<file path="src/rtl/bsm_pkg.sv">
package bsm_pkg;

   // legal operand widths for the serial multiplier
   localparam int unsigned BSM_MIN_W = 2;
   localparam int unsigned BSM_MAX_W = 16;

   typedef struct packed {
      logic sum;
      logic cry;
   } fa_res_t;

   function automatic fa_res_t fa_eval(input logic x, input logic y, input logic z);
      fa_res_t r;
      r.sum = x ^ y ^ z;
      r.cry = (x & y) | (x & z) | (y & z);
      return r;
   endfunction

endpackage

</file>
<file path="src/rtl/bsm_fa.sv">
module bsm_fa (
   input  logic a_i,
   input  logic b_i,
   input  logic c_i,
   output logic s_o,
   output logic c_o
);
   bsm_pkg::fa_res_t res;

   always_comb res = bsm_pkg::fa_eval(a_i, b_i, c_i);

   assign s_o = res.sum;
   assign c_o = res.cry;
endmodule

</file>
<file path="src/rtl/bsm_slot_ctl.sv">
module bsm_slot_ctl (
   input  logic clk,
   input  logic rst_n,
   input  logic sign_slot_i,
   input  logic hi_corr_en_i,
   output logic sign_dly_o,
   output logic frame_start_o
);
   logic sign_q;
   logic hi_q;

   always_ff @(posedge clk or negedge rst_n) begin
      if (!rst_n) begin
         sign_q <= 1'b0;
         hi_q   <= 1'b0;
      end else begin
         sign_q <= sign_slot_i;
         hi_q   <= hi_corr_en_i;
      end
   end

   // slot W carries the low correction one; slot 0 is the enable's rise
   assign sign_dly_o    = sign_q;
   assign frame_start_o = hi_corr_en_i & ~hi_q;
endmodule

</file>
<file path="src/rtl/bsm_pp_gen.sv">
module bsm_pp_gen #(
   parameter int unsigned W = 4
) (
   input  logic [W-1:0] coef_i,
   input  logic         din_i,
   input  logic         sign_slot_i,
   input  logic         sign_dly_i,
   input  logic         hi_corr_en_i,
   output logic [W-1:0] pp_o
);
   logic [W-1:0] raw;
   logic [W-1:0] flip;

   for (genvar i = 0; i < W; i++) begin : g_col
      if (i == W - 1) begin : g_top
         // sign coefficient bit: complemented term, gated by the upper enable
         assign raw[i]  = ~(din_i & coef_i[i]);
         assign flip[i] = raw[i] ^ sign_slot_i;
         assign pp_o[i] = flip[i] & hi_corr_en_i;
      end else if (i == 0) begin : g_low
         // output-end column also takes the weight-2^W correction
         assign raw[i]  = din_i & coef_i[i];
         assign flip[i] = raw[i] ^ sign_slot_i;
         assign pp_o[i] = flip[i] | sign_dly_i;
      end else begin : g_mid
         assign raw[i]  = din_i & coef_i[i];
         assign flip[i] = raw[i] ^ sign_slot_i;
         assign pp_o[i] = flip[i];
      end
   end
endmodule

</file>
<file path="src/rtl/bsm_csa_chain.sv">
module bsm_csa_chain #(
   parameter int unsigned W = 4
) (
   input  logic         clk,
   input  logic         rst_n,
   input  logic         clr_i,
   input  logic [W-1:0] pp_i,
   output logic         bit_o
);
   localparam int unsigned NFA = W - 1;

   // link_q[k] feeds adder k-1; link_q[W-1] holds the top column
   logic [W-1:1]   link_q;
   logic [W-1:1]   link_m;
   logic [NFA-1:0] cry_q;
   logic [NFA-1:0] cry_m;
   logic [NFA-1:0] fa_s;
   logic [NFA-1:0] fa_c;

   assign link_m = clr_i ? '0 : link_q;
   assign cry_m  = clr_i ? '0 : cry_q;

   for (genvar k = 0; k < NFA; k++) begin : g_stage
      bsm_fa u_fa (
         .a_i (pp_i[k]),
         .b_i (link_m[k+1]),
         .c_i (cry_m[k]),
         .s_o (fa_s[k]),
         .c_o (fa_c[k])
      );
   end

   always_ff @(posedge clk or negedge rst_n) begin
      if (!rst_n) begin
         link_q <= '0;
         cry_q  <= '0;
      end else begin
         link_q[W-1] <= pp_i[W-1];
         for (int k = 1; k < NFA; k++) begin
            link_q[k] <= fa_s[k];
         end
         cry_q <= fa_c;
      end
   end

   assign bit_o = fa_s[0];
endmodule

</file>
<file path="src/rtl/bsm_serial_mul.sv">
module bsm_serial_mul #(
   parameter int unsigned W = 4
) (
   input  logic         clk,
   input  logic         rst_n,
   input  logic [W-1:0] coef_i,
   input  logic         din_i,
   input  logic         sign_slot_i,
   input  logic         hi_corr_en_i,
   output logic         prod_o
);
   if (W < bsm_pkg::BSM_MIN_W || W > bsm_pkg::BSM_MAX_W) begin : g_bad_width
      $error("bsm_serial_mul: operand width out of range");
   end

   logic         sign_dly;
   logic         frame_start;
   logic [W-1:0] pp;

   bsm_slot_ctl u_ctl (
      .clk           (clk),
      .rst_n         (rst_n),
      .sign_slot_i   (sign_slot_i),
      .hi_corr_en_i  (hi_corr_en_i),
      .sign_dly_o    (sign_dly),
      .frame_start_o (frame_start)
   );

   bsm_pp_gen #(.W(W)) u_pp (
      .coef_i       (coef_i),
      .din_i        (din_i),
      .sign_slot_i  (sign_slot_i),
      .sign_dly_i   (sign_dly),
      .hi_corr_en_i (hi_corr_en_i),
      .pp_o         (pp)
   );

   bsm_csa_chain #(.W(W)) u_chain (
      .clk   (clk),
      .rst_n (rst_n),
      .clr_i (frame_start),
      .pp_i  (pp),
      .bit_o (prod_o)
   );
endmodule

</file>
<file path="config.mk">
export PLATFORM = sky130hd
export DESIGN_NAME = bsm_serial_mul
export DESIGN_NICKNAME = d
export VERILOG_FILES = /design/src/rtl/bsm_pkg.sv /design/src/rtl/bsm_fa.sv /design/src/rtl/bsm_slot_ctl.sv /design/src/rtl/bsm_pp_gen.sv /design/src/rtl/bsm_csa_chain.sv /design/src/rtl/bsm_serial_mul.sv
export SDC_FILE = /design/constraint.sdc
export NUM_CORES = 1
export LEC_CHECK = 0
export CAP_MARGIN = 10
export CELL_PAD_IN_SITES_DETAIL_PLACEMENT = 2
export CELL_PAD_IN_SITES_GLOBAL_PLACEMENT = 2
export CORE_AREA = 2 2 39 41
export DETAILED_ROUTE_END_ITERATION = 7
export DIE_AREA = 0 0 41 43
export DONT_BUFFER_PORTS = 1
export PLACE_DENSITY_LB_ADDON = 0.1
export SKIP_CTS_REPAIR_TIMING = 1
export SLEW_MARGIN = 0
export SYNTH_ARGS = -nofsm -noshare
export SYNTH_HDL_FRONTEND = slang
export SYNTH_SLANG_ARGS = --single-unit
</file>
<file path="constraint.sdc">
create_clock -name clk -period 3.85 [get_ports clk]
set_input_delay 0.77 -clock clk [delete_from_list [all_inputs] [get_ports clk]]
set_output_delay 0.77 -clock clk [all_outputs]
set_load 0.02 [all_outputs]
</file>
* After elaboration in Yosys (flattened, before gate mapping)
Index checks and enable logic that the tools add are counted.
** Word-level totals
- Word-level logic and storage cells :: 40
- Input port bits :: 9
- Register bits after elaboration :: 8
** Operators by class
- Multiplexer cells :: 2
- Bitwise logic cells :: 34
** Operator list (number)
- 1-bit AND :: 15
- 1-bit XOR :: 10
- 1-bit bitwise OR :: 7
- 3-bit two-way mux :: 2
- 1-bit NOT :: 2

* Longest topological paths before layout
- Depth after elaboration :: 6
- Depth in mapped cells :: 3
- Gate-level depth less buffers :: 3

* By module
A second synthesis with hierarchy kept.
** Second synthesis, totals
- Cell total of the unflattened synthesis :: 28
- Area total of the unflattened synthesis :: 375.4 sq um
** By module, submodules not included
- bsm_csa_chain :: area an instance 187.7 sq um, cells an instance 12, times used 1
- bsm_pp_gen :: area an instance 63.8 sq um, cells an instance 10, times used 1
- bsm_slot_ctl :: area an instance 63.8 sq um, cells an instance 3, times used 1
- bsm_fa :: area an instance 20.0 sq um, cells an instance 1, times used 3

* Worst setup path after synthesis
Ideal clock, no wire load.
- Path type :: input to output
- From :: in coef_i[0]
- To :: out prod_o
- Data arrival time :: 1.655 ns
- Path slack :: 1.425 ns
- Stages on the path :: 3
- Cells stage by stage :: and3_2 o21bai_1 fa_1
** Between the ends
- Cells in the longest elaborated chain, start to end :: 5
** RTL lines
- start: declaration :: line bsm_serial_mul.sv:6 : input logic [W-1:0] coef_i,
- 1-bit AND :: line bsm_pp_gen.sv:22 : assign raw[i] = din_i & coef_i[i];
- 1-bit XOR :: line bsm_pp_gen.sv:23 : assign flip[i] = raw[i] ^ sign_slot_i;
- 1-bit bitwise OR :: line bsm_pp_gen.sv:24 : assign pp_o[i] = flip[i] | sign_dly_i;
- 1-bit XOR (2 in a row) :: line bsm_pkg.sv:14 : r.sum = x ^ y ^ z;
- end: declaration :: line bsm_serial_mul.sv:10 : output logic prod_o
Every way passes these cells.

* Worst setup path in the final report
- From :: in hi_corr_en_i
- To :: out prod_o
** Between the ends
- Cells in the longest elaborated chain, start to end :: 4
** RTL lines
- start: declaration :: line bsm_serial_mul.sv:9 : input logic hi_corr_en_i,
- 1-bit AND (*) :: line bsm_slot_ctl.sv:24 : assign frame_start_o = hi_corr_en_i & ~hi_q;
- 3-bit two-way mux :: line bsm_csa_chain.sv:20 : assign link_m = clr_i ? '0 : link_q;
- 1-bit XOR :: line bsm_pkg.sv:14
- 1-bit XOR (*) :: line bsm_pkg.sv:14
Mark *: on every way between the ends. The rest lies on a longest branch, timed or not.

==> results.py <==
metrics = {
    "critical_path": {
        "crit_start": "hi_corr_en_i",
        "reg2reg_from": "u_ctl.hi_q",
        "r2r-end": "u_chain.link_q[2]",
        "critPathMaxStageDelay_ps": 630,
        "end_kind": "output pin",
        "crit_family": "adder cells",
        "worst_path_max_delay_cell": "fa_1",
        "required_ps": 3080,
        "cp.arrival_ps": 1680,
        "crit_path_cell_trace": "nand2b_1, and2_1, fa_1",
        "r2r_slack_ps": 2550,
        "critPathLaunchType": "input pin",
        "cp_max_fo": 6,
        "worst-path-buf-inv": 0,
        "crit_type": "input pin to output pin",
        "ff2ff_path_depth": 3,
    },
    "power": {
        "powerDensity_mw_per_mm2": 536,
        "power_mw": 0.220,
        "peakVddDrop_v": 0.000123,
        "leakage_nw": 0.184,
    },
    "sta": {
        "report.final.slew_viol_count": 0,
        "tightest_slew_ps": 239,
        "period_share_pct": 63.7,
        "period_needed_ps": 2450,
        "layout_setup_ws_ps": 1400,
        "fmax_mhz": 408,
        "finalSetupViolCount": 0,
        "hold_viol": 0,
        "whs_ps": 204,
        "skew_ps": 4.66,
        "maxSlewHeadroom_pct": 83.9,
        "tns_ps": 0,
        "rsz0062_at_grt": "no",
    },
    "clock_tree": {
        "htreeDepth": 1,
        "clockRootBuffer": "clkbuf_4",
        "clock_path_buffers": 2,
        "cts_inserted_buffers": 3,
        "clock_latency_ps": 260,
        "cts_tree": "done",
        "cts.sinks": 8,
        "clk_pin_slew_worst_paths_ps": 50,
    },
    "final_layout": {
        "final_cell_mix": "dfrtp_1 (8), and2_1 (6), fa_1 (3), clkbuf_4 (3)",
        "final_common_cell": "dfrtp_1",
        "design_area_um2": 410,
        "final_layout_size_suffix_gt1_share_pct": 12.9,
        "fin_util_pct": 29.7,
        "fin_cells": 47,
        "area_delta_synth_final_pct": 11.6,
        "fin_nets": 45,
        "diodes": 0,
    },
    "routing": {
        "vias": 219,
        "dr.pass1.iters": 1,
        "drcViolationCount": 0,
        "viasPerCell": 4.66,
        "dr.first_iter.drc_count": 0,
        "routed_wl_um": 587,
        "wl_per_cell_um": 12.5,
        "antenna_left": 0,
    },
    "global_routing": {
        "grt_overflow": 0,
        "grt_pass1_vias": 240,
        "grt_max_degree": 9,
        "antenna_found_initial": 0,
        "grt_usage_pct": 10.3,
        "grt_pass1_wl_mm": 1.06,
    },
    "placed_design": {
        "gp_congestion": 0.606,
        "dp.cells": 44,
        "port_buffers": 0,
        "pre_cts_slack_ps": 1380,
        "placed_cell_area_um2": 388,
    },
    "floorplanning": {
        "fp.dieW_um": 41,
        "coreArea_mm2": 0.00138,
        "die-area_mm2": 0.00176,
        "die_y_um": 43,
        "io_pins": 10,
        "rows": 14,
        "start_util_pct": 26.6,
    },
    "synthesis": {
        "synth_area_um2": 368,
        "synth_area_per_cell_um2": 13.1,
        "synthCells": 28,
        "synth.distinct_cells": 11,
        "yosys-top-cells-area": "dfrtp_1 (54%), fa_1 (16%), and2_1 (10%), xnor2_1 (4.8%), a21oi_1 (2.7%)",
        "synthesis.nets": 40,
        "synth_top_area_share_pct": 54.4,
        "synth_seq_area_share_pct": 54.4,
        "yosysWarnings": 0,
        "synth_seq_cells": 8,
        "yosys.area.top_type": "dfrtp_1",
    },
    "worst_hold_path": {
        "hold_path_class": "input pin to asynchronous set/reset pin",
    },
    "run_status": {
        "outcome": "completed",
    },
    "job": {
        "cap_violations": 0,
    },
}
-- report_power, final --
group	switching, mW	internal [mW]
Clock	0.0284	0.0357
Sequential	0.00396	0.102
Combinational	0.0281	0.0224
Total	0.0604	0.160
-- how the worst max path moves through the flow --
stage | to | slack (ps) | cells after the start
final | prod_o | 1400 | 3
after detailed placement | prod_o | 1380 | 3
after floorplan | prod_o | 1420 | 3
after global placement | prod_o | 1380 | 3
after global routing | prod_o | 1330 | 3
after CTS | prod_o | 1380 | 3
-- worst register-to-register path: cells and delay by family (launching register included) --
kind	cells	cell delay [ps]
fa+ha+maj	1	440
simple gates	2	390
flops	1	350
-- state kept, by name, summed over array words and instances (netlist names) --
name and flops:
u_ctl.sign_dly_o 1, u_chain.cry_q 3, u_ctl.hi_q 1, u_chain.link_q 3
-- Yosys cell counts --
| cell type | count |
|---|---|
| nand2b_1 | 1 |
| a21oi_1 | 2 |
| and2_1 | 6 |
| and3_2 | 1 |
| nand2_1 | 2 |
| dfrtp_1 | 8 |
| xnor2_1 | 2 |
| fa_1 | 3 |
| o21bai_1 | 1 |
| o21a_1 | 1 |
| and3_1 | 1 |
-- kinds of logic after synthesis --
logic type	share of synthesized area [%]
adder cells (fa/ha/maj)	16.3
XOR/XNOR	4.76
AO/OA/AOI/OAI	6.80
flip-flops	54.4
AND/OR/NAND/NOR	17.7
-- layout make-up --
type | instances | area, um^2
multi-input combinational | 20 | 168
fill | 155 | 973
tap | 16 | 20.0
clock buffer | 3 | 22.5
sequential | 8 | 200
-- per-layer routing --
layer	part of all wire (%)	up-vias	global-route usage, %	wire length, um
met5	0	-	0	0
met4	4.1	0	10.0	24
met3	10	3	5.24	60
met2	47	8	12.5	278
met1	38	111	12.1	223
li1	-	97	-	-
(Power assumes the default switching activity.)
